## src/rtl/fsr_pkg.sv

```systemverilog
package fsr_pkg;
   localparam int SEL_W = 2;
   localparam int N_SEL = 1 << SEL_W;
   localparam logic [1:0] FN_SELECT = 2'b11;

   // bit positions inside the synchronized level vector
   localparam int LV_PIN_A  = 0;
   localparam int LV_PIN_B  = 1;
   localparam int LV_BUS_HI = 2;
   localparam int LV_BUS_LO = 3;
   localparam int LV_N      = 4;

   typedef enum logic [2:0] {
      SRC_OFF,
      SRC_ONE_PIN,
      SRC_TWO_PIN,
      SRC_BUS,
      SRC_REG,
      SRC_BAD
   } sel_src_e;
endpackage

```

## src/rtl/fsr_sync.sv

```systemverilog
module fsr_sync #(
   parameter int WIDTH  = 4,
   parameter int STAGES = 2
) (
   input  logic             clk,
   input  logic             rst_n,
   input  logic [WIDTH-1:0] async_in,
   output logic [WIDTH-1:0] sync_out
);
   generate
      if (STAGES < 2) begin : g_bad_stages
         $error("fsr_sync: STAGES must be at least 2");
      end
      if (WIDTH < 1) begin : g_bad_width
         $error("fsr_sync: WIDTH must be at least 1");
      end
   endgenerate

   logic [WIDTH-1:0] chain [STAGES];

   generate
      for (genvar s = 0; s < STAGES; s++) begin : g_stage
         if (s == 0) begin : g_first
            always_ff @(posedge clk or negedge rst_n) begin
               if (!rst_n) chain[0] <= '0;
               else        chain[0] <= async_in;
            end
         end else begin : g_next
            always_ff @(posedge clk or negedge rst_n) begin
               if (!rst_n) chain[s] <= '0;
               else        chain[s] <= chain[s-1];
            end
         end
      end
   endgenerate

   assign sync_out = chain[STAGES-1];
endmodule

```

## src/rtl/fsr_decode.sv

```systemverilog
module fsr_decode
   import fsr_pkg::*;
(
   input  logic               clk,
   input  logic               rst_n,
   input  logic               strap_in,
   input  logic               fn_enable,
   input  logic [1:0]         pin_a_mode,
   input  logic [1:0]         pin_b_mode,
   input  logic [LV_N-1:0]    lv_sync,
   input  logic [SEL_W-1:0]   reg_sel,
   input  logic [SEL_W-1:0]   cur_sel,
   output logic [SEL_W-1:0]   cand,
   output logic               err,
   output sel_src_e           src
);
   logic strap_q;
   logic strap_done_q;

   // strap is sampled at the first edge after reset and frozen
   always_ff @(posedge clk or negedge rst_n) begin
      if (!rst_n) begin
         strap_q      <= 1'b0;
         strap_done_q <= 1'b0;
      end else if (!strap_done_q) begin
         strap_q      <= strap_in;
         strap_done_q <= 1'b1;
      end
   end

   // priority: enable, first pin, second pin alone (illegal), strap
   always_comb begin
      if (!fn_enable)                   src = SRC_OFF;
      else if (pin_a_mode == FN_SELECT) src = (pin_b_mode == FN_SELECT) ? SRC_TWO_PIN : SRC_ONE_PIN;
      else if (pin_b_mode == FN_SELECT) src = SRC_BAD;
      else                              src = strap_q ? SRC_REG : SRC_BUS;
   end

   always_comb begin
      err  = 1'b0;
      cand = '0;
      unique case (src)
         SRC_OFF:     cand = '0;
         SRC_ONE_PIN: cand = {1'b0, lv_sync[LV_PIN_A]};
         SRC_TWO_PIN: cand = {lv_sync[LV_PIN_B], lv_sync[LV_PIN_A]};
         SRC_BUS:     cand = {lv_sync[LV_BUS_HI], lv_sync[LV_BUS_LO]};
         SRC_REG:     cand = reg_sel;
         SRC_BAD: begin
            cand = cur_sel;
            err  = 1'b1;
         end
         default:     cand = '0;
      endcase
   end

   // the captured strap never moves once taken
   p_strap_frozen_r6: assert property (@(posedge clk) disable iff (!rst_n)
      strap_done_q |=> $stable(strap_q));
endmodule

```

## src/rtl/fsr_settle.sv

```systemverilog
module fsr_settle
   import fsr_pkg::*;
#(
   parameter int CNT_W = 8
) (
   input  logic               clk,
   input  logic               rst_n,
   input  logic [SEL_W-1:0]   cand,
   input  logic [CNT_W-1:0]   settle_cycles,
   output logic [SEL_W-1:0]   sel
);
   generate
      if (CNT_W < 1) begin : g_bad_cnt
         $error("fsr_settle: CNT_W must be at least 1");
      end
   endgenerate

   logic [SEL_W-1:0] pend_q;
   logic [SEL_W-1:0] sel_q;
   logic [CNT_W-1:0] cnt_q;
   logic [CNT_W:0]   need;
   logic [CNT_W:0]   cnt_nx;

   assign need   = (settle_cycles == '0) ? (CNT_W+1)'(1) : {1'b0, settle_cycles};
   assign cnt_nx = {1'b0, cnt_q} + (CNT_W+1)'(1);

   always_ff @(posedge clk or negedge rst_n) begin
      if (!rst_n) begin
         pend_q <= '0;
         sel_q  <= '0;
         cnt_q  <= '0;
      end else if (cand != pend_q) begin
         pend_q <= cand;
         cnt_q  <= '0;
      end else if (pend_q != sel_q) begin
         if (cnt_nx >= need) begin
            sel_q <= pend_q;
            cnt_q <= '0;
         end else begin
            cnt_q <= cnt_nx[CNT_W-1:0];
         end
      end else begin
         cnt_q <= '0;
      end
   end

   assign sel = sel_q;

   // an accepted select is always the value that was pending
   p_accept_pending_r9: assert property (@(posedge clk) disable iff (!rst_n)
      (sel_q != $past(sel_q)) |-> (sel_q == $past(pend_q)));
endmodule

```

## src/rtl/fsr_ramp.sv

```systemverilog
module fsr_ramp
   import fsr_pkg::*;
#(
   parameter int                     DIV_W   = 24,
   parameter int                     CNT_W   = 8,
   parameter logic [N_SEL*DIV_W-1:0] DIV_SET = '0
) (
   input  logic               clk,
   input  logic               rst_n,
   input  logic [SEL_W-1:0]   sel,
   input  logic [DIV_W-1:0]   step_size,
   input  logic [CNT_W-1:0]   dwell_cycles,
   output logic [DIV_W-1:0]   applied,
   output logic               ramping
);
   generate
      if (DIV_W < 2) begin : g_bad_div
         $error("fsr_ramp: DIV_W must be at least 2");
      end
      if (CNT_W < 1) begin : g_bad_cnt
         $error("fsr_ramp: CNT_W must be at least 1");
      end
   endgenerate

   localparam logic [DIV_W-1:0] RESET_WORD = DIV_SET[DIV_W-1:0];

   logic [DIV_W-1:0] words [N_SEL];
   generate
      for (genvar i = 0; i < N_SEL; i++) begin : g_word
         assign words[i] = DIV_SET[i*DIV_W +: DIV_W];
      end
   endgenerate

   logic [DIV_W-1:0] target;
   logic [DIV_W-1:0] app_q;
   logic [DIV_W-1:0] gap;
   logic [DIV_W-1:0] mv;
   logic [DIV_W-1:0] step_eff;
   logic             go_up;
   logic [CNT_W-1:0] dcnt_q;
   logic [CNT_W:0]   dwell_eff;
   logic [CNT_W:0]   dcnt_nx;

   assign target    = words[sel];
   assign go_up     = target > app_q;
   assign gap       = go_up ? (target - app_q) : (app_q - target);
   assign step_eff  = (step_size == '0) ? DIV_W'(1) : step_size;
   assign mv        = (gap < step_eff) ? gap : step_eff;
   assign dwell_eff = (dwell_cycles == '0) ? (CNT_W+1)'(1) : {1'b0, dwell_cycles};
   assign dcnt_nx   = {1'b0, dcnt_q} + (CNT_W+1)'(1);

   always_ff @(posedge clk or negedge rst_n) begin
      if (!rst_n) begin
         app_q  <= RESET_WORD;
         dcnt_q <= '0;
      end else if (app_q != target) begin
         if (dcnt_nx >= dwell_eff) begin
            app_q  <= go_up ? (app_q + mv) : (app_q - mv);
            dcnt_q <= '0;
         end else begin
            dcnt_q <= dcnt_nx[CNT_W-1:0];
         end
      end else begin
         dcnt_q <= '0;
      end
   end

   assign applied = app_q;
   assign ramping = (app_q != target);

   // an upward move never passes the target it was heading for
   p_no_overshoot_up_r7: assert property (@(posedge clk) disable iff (!rst_n)
      (app_q < target) |=> (app_q >= $past(app_q)) && (app_q <= $past(target)));

   // a downward move never passes the target it was heading for
   p_no_undershoot_r7: assert property (@(posedge clk) disable iff (!rst_n)
      (app_q > target) |=> (app_q <= $past(app_q)) && (app_q >= $past(target)));

   // each change is bounded by the effective step
   p_step_bound_r8: assert property (@(posedge clk) disable iff (!rst_n)
      (app_q != $past(app_q)) |->
         (((app_q > $past(app_q)) ? (app_q - $past(app_q)) : ($past(app_q) - app_q))
            <= $past(step_eff)));
endmodule

```

## src/rtl/freq_select_ramp.sv

```systemverilog
module freq_select_ramp
   import fsr_pkg::*;
#(
   parameter int                     DIV_W       = 24,
   parameter int                     CNT_W       = 8,
   parameter int                     SYNC_STAGES = 2,
   parameter logic [N_SEL*DIV_W-1:0] DIV_SET     = {24'h0FFFC0, 24'h100123, 24'h100040, 24'h100000}
) (
   input  logic             clk,
   input  logic             rst_n,
   input  logic             strap_in,
   input  logic             fn_enable,
   input  logic [1:0]       pin_a_mode,
   input  logic [1:0]       pin_b_mode,
   input  logic             pin_a_lvl,
   input  logic             pin_b_lvl,
   input  logic             bus_hi_lvl,
   input  logic             bus_lo_lvl,
   input  logic [1:0]       reg_sel,
   input  logic [DIV_W-1:0] step_size,
   input  logic [CNT_W-1:0] dwell_cycles,
   input  logic [CNT_W-1:0] settle_cycles,
   output logic [1:0]       sel_idx,
   output logic [DIV_W-1:0] div_applied,
   output logic             ramping,
   output logic             combo_err
);
   logic [LV_N-1:0]  lv_raw;
   logic [LV_N-1:0]  lv_sync;
   logic [SEL_W-1:0] cand;
   logic [SEL_W-1:0] sel;
   sel_src_e         src;

   assign lv_raw[LV_PIN_A]  = pin_a_lvl;
   assign lv_raw[LV_PIN_B]  = pin_b_lvl;
   assign lv_raw[LV_BUS_HI] = bus_hi_lvl;
   assign lv_raw[LV_BUS_LO] = bus_lo_lvl;

   fsr_sync #(.WIDTH(LV_N), .STAGES(SYNC_STAGES)) u_sync (
      .clk      (clk),
      .rst_n    (rst_n),
      .async_in (lv_raw),
      .sync_out (lv_sync)
   );

   fsr_decode u_decode (
      .clk        (clk),
      .rst_n      (rst_n),
      .strap_in   (strap_in),
      .fn_enable  (fn_enable),
      .pin_a_mode (pin_a_mode),
      .pin_b_mode (pin_b_mode),
      .lv_sync    (lv_sync),
      .reg_sel    (reg_sel),
      .cur_sel    (sel),
      .cand       (cand),
      .err        (combo_err),
      .src        (src)
   );

   fsr_settle #(.CNT_W(CNT_W)) u_settle (
      .clk           (clk),
      .rst_n         (rst_n),
      .cand          (cand),
      .settle_cycles (settle_cycles),
      .sel           (sel)
   );

   fsr_ramp #(.DIV_W(DIV_W), .CNT_W(CNT_W), .DIV_SET(DIV_SET)) u_ramp (
      .clk          (clk),
      .rst_n        (rst_n),
      .sel          (sel),
      .step_size    (step_size),
      .dwell_cycles (dwell_cycles),
      .applied      (div_applied),
      .ramping      (ramping)
   );

   assign sel_idx = sel;

   // an unsupported combination keeps the select where it was
   p_err_holds_sel_r4: assert property (@(posedge clk) disable iff (!rst_n)
      (combo_err && (src == SRC_BAD)) |-> (cand == sel_idx));
endmodule

```

## config.mk

```make
export PLATFORM = sky130hd
export DESIGN_NAME = freq_select_ramp
export DESIGN_NICKNAME = d
export VERILOG_FILES = /design/src/rtl/fsr_pkg.sv /design/src/rtl/fsr_sync.sv /design/src/rtl/fsr_decode.sv /design/src/rtl/fsr_settle.sv /design/src/rtl/fsr_ramp.sv /design/src/rtl/freq_select_ramp.sv
export SDC_FILE = /design/constraint.sdc
export NUM_CORES = 1
export LEC_CHECK = 0
export ABC_AREA = 0
export ABC_CLOCK_PERIOD_IN_PS = 9500
export BUFFER_PORTS_ARGS = -buffer_cell sky130_fd_sc_hd__buf_2
export CORE_AREA = 2 2 125 127
export DETAILED_ROUTE_END_ITERATION = 16
export DIE_AREA = 0 0 127 129
export PLACE_DENSITY = 0.77
export SYNTH_ARGS = -nofsm -noshare
export SYNTH_HDL_FRONTEND = slang
export SYNTH_SLANG_ARGS = --single-unit
export TNS_END_PERCENT = 1
```

## constraint.sdc

```tcl
create_clock -name clk -period 9.5 [get_ports clk]
set_input_delay 1.425 -clock clk [delete_from_list [all_inputs] [get_ports clk]]
set_output_delay 1.425 -clock clk [all_outputs]
set_load 0.05 [all_outputs]
```

==> run metrics, run 1 <==
Final Hold Vio Count 0; die area 16400 um2; Ports 82; EDFF count, synth 0; initial antenna violation count 1; DRT iter0 DRCs 543; CTS tree done; routed wl met3 1550 um; outcome complete, no violations; dpl hpwl 15600 um; Area growth, synth to finish 10.1%; R2R Setup Slk 0.60 ns; DR WL/cell 17.2 um; CTS Root Cell clkbuf_16; Tcrit/Tclk final 0.937; postcts setup bufs 0; CP arrival 9.11 ns; initial core utilization 0.489; CP max stage delay 0.59 ns; Mean Syn Cell Area 7.79 um2; fin area 8060 um2; Mapped Area 7320 um2; Slew @ Worst Pin 0.804 ns; pin count of the biggest net entering global routing 55; Final nets 1143; post-synthesis net count 1085; Setup crit start u_settle.sel[0]; reg2reg start u_settle.sel[0]; via density per instance 6.08; Setup violations, final 0; CP Launch Type register; synth warn 0; peak fanout along the critical path 9; f_max 112 MHz; fill count 1418; max cap viols 0; Die X 127 um; RR Endpoint u_ramp.applied[23]; IO Port Bufs 81; Netlist cell types 76; clock sinks 54; Worst setup EP type register; metal2 WL 9160 um; worst min path class reg2reg; Ant. Diodes 0; Slew headroom 0.464; fin. max-slew vios 0; Synth Flop Type dfrtp_1; register area share after synthesis 0.185; Core ar. 15000 um2; clk buf depth 2; WL met1 9180 um; drt pass-1 iters 5; Tot GR Track Use 0.245; first-pass GRT wire length 32800 um; Post-route DRC 0; Placer Congestion 1.02; vias in the first global route 6644; synthesized instance count 940; top layer in use met5; row count 45; Worst Hold Depth 0; Remaining Overflow, GRT 0; end point of the critical path u_ramp.applied[23]; minimum clock period 8.90 ns; WP data required 9.71 ns; CTS clk-pin slew, worst paths 0.09 ns; Final Routed Wirelength 20400 um; TritonCTS buffer count 5; CP max-delay cell or4_1; htree depth 2; Yosys reg bits 54; Post-synth ARST share 1.00; R2R cell count 34; Core Util, Final 0.538; Post-DRT Antenna Nets 0; critical path type reg2reg; vias after detailed routing 7219; ratio of cells with drive above 1 in the final layout 0.133; Post-DP Area 7860 um2; die height 129 um; Clock Latency Late Sink 0.32 ns; Final Skew 0.0168 ns
[layout make-up]
class	instances	area, um2	area share
repair buffers	92	488	0.0605
clock buffers	5	125	0.0155
clock inverters	3	28.8	0.00357
well taps	188	235	0.0292
flip-flops and latches	54	1350	0.168
multi-input cells	765	5530	0.686
inverters	80	300	0.0373
[metrics by stage]
step / std cells / setup WS (ns) / hold slack [ns] / TNS, ns
after global placement: 1179 / 0.737 / 0.333 / 0
after CTS: 1187 / 0.444 / 0.347 / 0
final: 1187 / 0.600 / 0.346 / 0
after floorplan: 940 / 0.618 / 0.331 / 0
after global routing: 1187 / -0.00288 / 0.356 / -0.00288
after detailed placement: 1179 / 0.472 / 0.336 / 0
[state kept, by name, indices dropped and copies added, names as in the netlist]
name / cells
u_settle.sel: 2
u_decode.strap_q: 1
u_sync.chain: 4
u_ramp.applied: 24
u_sync.sync_out: 4
u_decode.strap_done_q: 1
u_settle.cnt_q: 8
u_ramp.dcnt_q: 8
u_settle.pend_q: 2
[timing repair]
item,CTS,global route
setup endpoints to repair,0,2
hold buffers,0,0
gates resized for setup,0,12
[cells by family after synthesis]
logic type | synth area share
XOR/XNOR | 0.0969
AO/OA/AOI/OAI | 0.241
AND/OR/NAND/NOR | 0.208
adder cells (fa/ha/maj) | 0.159
flip-flops | 0.185
buffers and inverters | 0.0668
multiplexers | 0.0436
other | 0.000512
[cells in the final DEF, fill, tap and decap left out, drive strengths merged, types with 6 or more instances in the layout]
master and count:
nand2 92, buf 92, ha 88, inv 81, o21ai 70, a21oi 62, dfrtp 53, xnor2 49
nor2 46, xor2 32, a21o 32, nand3 28, mux2i 24, and3 23, nor3 21, o21bai 16
nand4 16, nand2b 14, nor2b 12, a31oi 12, o211ai 10, nor4 10, o31ai 9, and2 7
mux2 7, or3 6, a221oi 6
[how the worst min path moves through the flow]
stage	start	end	slack [ns]
finish	u_sync.chain[6]	u_sync.sync_out[2]	0.35
global route	u_sync.chain[4]	u_sync.sync_out[0]	0.36
CTS	u_sync.chain[6]	u_sync.sync_out[2]	0.35
detailed placement	u_sync.chain[6]	u_sync.sync_out[2]	0.34
global placement	u_sync.chain[7]	u_sync.sync_out[3]	0.33
floorplan	u_sync.chain[4]	u_sync.sync_out[0]	0.33
[Yosys cell counts, types with 7 or more instances]
cell | count | area (um2)
xor2_1 | 32 | 280
nor4_1 | 10 | 62.6
clkbuf_1 | 23 | 86.3
mux2i_1 | 24 | 240
ha_1 | 88 | 1100
a21o_1 | 31 | 233
o31ai_1 | 9 | 67.6
o21bai_1 | 16 | 120
a21oi_1 | 61 | 305
inv_1 | 79 | 297
mux2_2 | 7 | 78.8
a31oi_1 | 12 | 75.1
dfrtp_1 | 53 | 1330
o211ai_1 | 10 | 75.1
nand4_1 | 13 | 81.3
nor3_1 | 21 | 105
nand3_1 | 28 | 140
nor2_1 | 46 | 173
o21ai_0 | 64 | 320
nand2_1 | 91 | 342
and2_1 | 7 | 43.8
xnor2_1 | 49 | 429
nand2b_1 | 14 | 87.6
and3_1 | 23 | 144
buf_2 | 10 | 50.1
nor2b_1 | 12 | 75.1
[routing by layer]
layer | vias up | track usage
met2 | 328 | 0.397
met4 | 2 | 0.0802
li1 | 3502 | -
met1 | 3332 | 0.338
met5 | - | 0
met3 | 55 | 0.0387
[worst max-delay path, delay by kind of cell, from the launching register on]
family,cells,cell delay (ns)
fa+ha+maj,4,1.30
buf+inv,3,0.37
xor+xnor,3,0.60
simple gates,10,2.43
flops,1,0.51
compound gates,13,3.39
mux,1,0.20
Power of run 1 is not shown: default switching activity piles up to over one toggle a cycle in this logic, so the estimate is an artifact.
==> run 2: changes to the inputs <==
ABC_AREA = 1   (was 0)
CORE_AREA = 2 2 130 132   (was 2 2 125 127)
CTS_BUF_LIST = sky130_fd_sc_hd__clkbuf_4   (was default)
DIE_AREA = 0 0 132 134   (was 0 0 127 129)
PLACE_DENSITY = 0.78   (was 0.77)
==> run 2 against run 1 <==
- routed wire length rose by 16%
- clock skew fell by 0.0069 ns
- sequential share of layout area fell by 1.2 points
- non-clock buffer count fell by 7
- via count rose by 15%
- clock-buffer cell count did not move
- register-to-register slack improved by 0.49 ns
- critical path type unchanged
- fmax rose by 5.8%
- die area rose by 8.0%
- critical path depth rose by 8
- setup slack improved by 0.49 ns
==> run metrics, run 2 <==
Area growth, synth to finish 7.94%; vias in the first global route 7947 (+20%); synth top area cells dfrtp_1 16%, nand2_1 16%, ha_1 14%; Setup violations, final 0 (unchanged); WP data required 9.77 ns (+0.06 ns); Final Routed Wirelength 23800 um (+16%); vias after detailed routing 8337 (+15%); clock sinks 54 (unchanged); CP Launch Type register; Clock Latency Late Sink 0.40 ns (+0.08 ns); met1 GRT Util 0.336 (-0.00193); hold path endpoint u_sync.sync_out[3]; reg2reg start u_settle.sel[1]; initial core utilization 0.494 (+0.00516); die area 17700 um2 (+8.0%); worst min path class reg2reg; Synth top area share 0.165 (-0.0163); Netlist cell types 53 (-30%); commonest cells after routing, fill and taps aside 346 x nand2_1, 179 x inv_1, 116 x nor2_1; DR WL/cell 15.1 um (-13%); Levels on crit path 42 (+24%); RR Endpoint u_ramp.applied[21]; max cap viols 0 (unchanged); IO Port Bufs 81 (unchanged); clk buf depth 2 (unchanged); Remaining Overflow, GRT 0 (unchanged); Post-DRT Antenna Nets 0 (unchanged); Ant. Diodes 0 (unchanged); CP arrival 8.68 ns (-0.43 ns); Final nets 1502 (+31%); GRT busiest layer met2; Bufs and invs on worst path 8 (+5); outcome complete, no violations; TritonCTS buffer count 5 (unchanged); die height 134 um (+3.9%); Yosys reg bits 54 (unchanged); dpl hpwl 19900 um (+27%); CP max stage delay 0.51 ns (-0.08 ns); met3 Use GR 0.0363 (-0.00239); R2R Setup Slk 1.09 ns (+0.49 ns); Tot GR Track Use 0.269 (+0.0237); CP most frequent cell nand2_1; critical path type reg2reg; max FFs per register 24 (unchanged); Post-synth ARST share 1.00 (unchanged); Die X 132 um (+3.9%); Top delay family on crit path compound AO/OA/AOI/OAI gates; htree depth 2 (unchanged); Tcrit/Tclk final 0.885 (-0.0514); DRT iter0 DRCs 575 (+5.9%); drt pass-1 iters 5 (unchanged); initial antenna violation count 1 (unchanged); CTS clk-pin slew, worst paths 0.18 ns (+0.09 ns); CP max-delay cell dfrtp_1; synthesized instance count 1285 (+37%); Mapped Area 8050 um2 (+9.9%); Setup TNS 0 ns (unchanged); Mean Syn Cell Area 6.26 um2 (-20%); unrepaired setup endpoints after global routing false; Slew headroom 0.395 (-0.0690); Slew @ Worst Pin 0.906 ns (+0.103 ns); fin. max-slew vios 0 (unchanged); Placer Congestion 1.04 (+1.0%); Hold Startpoint u_sync.chain[7]; Worst Hold Depth 0 (unchanged); CTS Root Cell clkbuf_4; R2R cell count 42 (+24%); register area share after synthesis 0.168 (-0.0167); pin count of the biggest net entering global routing 55 (unchanged); postcts setup bufs 0 (unchanged); synth warn 0 (unchanged); peak fanout along the critical path 27 (+18); met2 usage 0.467 (+0.0707); Final Hold Vio Count 0 (unchanged); CTS tree done; Worst setup EP type register; most frequent cell after synthesis nand2_1; Core ar. 16300 um2 (+8.8%); f_max 119 MHz (+5.8%); most common cell after layout, fill and taps aside nand2_1; fill count 1737 (+22%); EDFF count, synth 0 (unchanged); minimum clock period 8.41 ns (-0.488 ns); post-synthesis net count 1430 (+32%); Synth Flop Type dfrtp_1; first-pass GRT wire length 38700 um (+18%); Final Skew 0.00990 ns (-0.00688 ns); most frequent cells after synthesis 346 x nand2_1, 179 x inv_1, 116 x nor2_1; ratio of cells with drive above 1 in the final layout 0.141 (+0.00825); via density per instance 5.28 (-13%); row count 47 (+4.4%); Post-route DRC 0 (unchanged); cell accounting for the most synthesized area dfrtp_1; Ports 82 (unchanged)
-- run 2: cells by family after synthesis --
group | Yosys count | share of synthesized area
and+or+nand+nor | 638 | 0.350
other | 1 | 0.000466
AOI/OAI and AO/OA | 199 | 0.142
xor gates and xnor gates | 75 | 0.0816
adders and majority gates | 91 | 0.144
DFF | 54 | 0.168
buffers and inverters | 227 | 0.114
-- run 2: per-stage QoR --
step	setup WS, ns	area, um2	instances	hold slack, ns	util
final	1.09	8690	1578	0.371	0.533
after global routing	0.0787	8690	1578	0.380	0.533
after floorplan	2.49	8050	1285	0.331	-
after CTS	1.18	8690	1578	0.375	0.533
after detailed placement	1.23	8620	1570	0.336	0.529
after global placement	1.45	8620	1570	0.332	0.529
-- run 2: cell type report --
type	instances	area (um2)	area share
Clock buffer	5	37.5	0.00432
Clock inverter	3	28.8	0.00331
Inverter	207	779	0.0897
Multi-Input combinational cell	1004	5780	0.665
Sequential cell	54	1350	0.156
Tap cell	220	275	0.0317
Timing Repair Buffer	85	435	0.0501
-- run 2: layer usage --
layer | share of wire | vias up
li1 | - | 4260
met5 | 0 | -
met2 | 0.47 | 256
met4 | 0.044 | 0
met1 | 0.43 | 3763
met3 | 0.057 | 58
-- run 2: worst max path at each step --
stage,startpoint,to,slack (ns)
after detailed placement,u_settle.sel[1],u_ramp.applied[22],1.23
after global routing,u_settle.sel[1],u_ramp.applied[22],0.08
after CTS,u_settle.sel[1],u_ramp.applied[21],1.18
final,u_settle.sel[1],u_ramp.applied[21],1.09
after floorplan,u_settle.sel[1],u_ramp.applied[21],2.49
after global placement,u_settle.sel[1],u_ramp.applied[21],1.45
-- run 2: timing repair --
| action | in CTS | in global routing |
|---|---|---|
| setup endpoints to repair | 0 | 1 |
| gates resized for setup | 0 | 1 |
| hold buffers | 0 | 0 |
Power of run 2 is left out for the same reason.
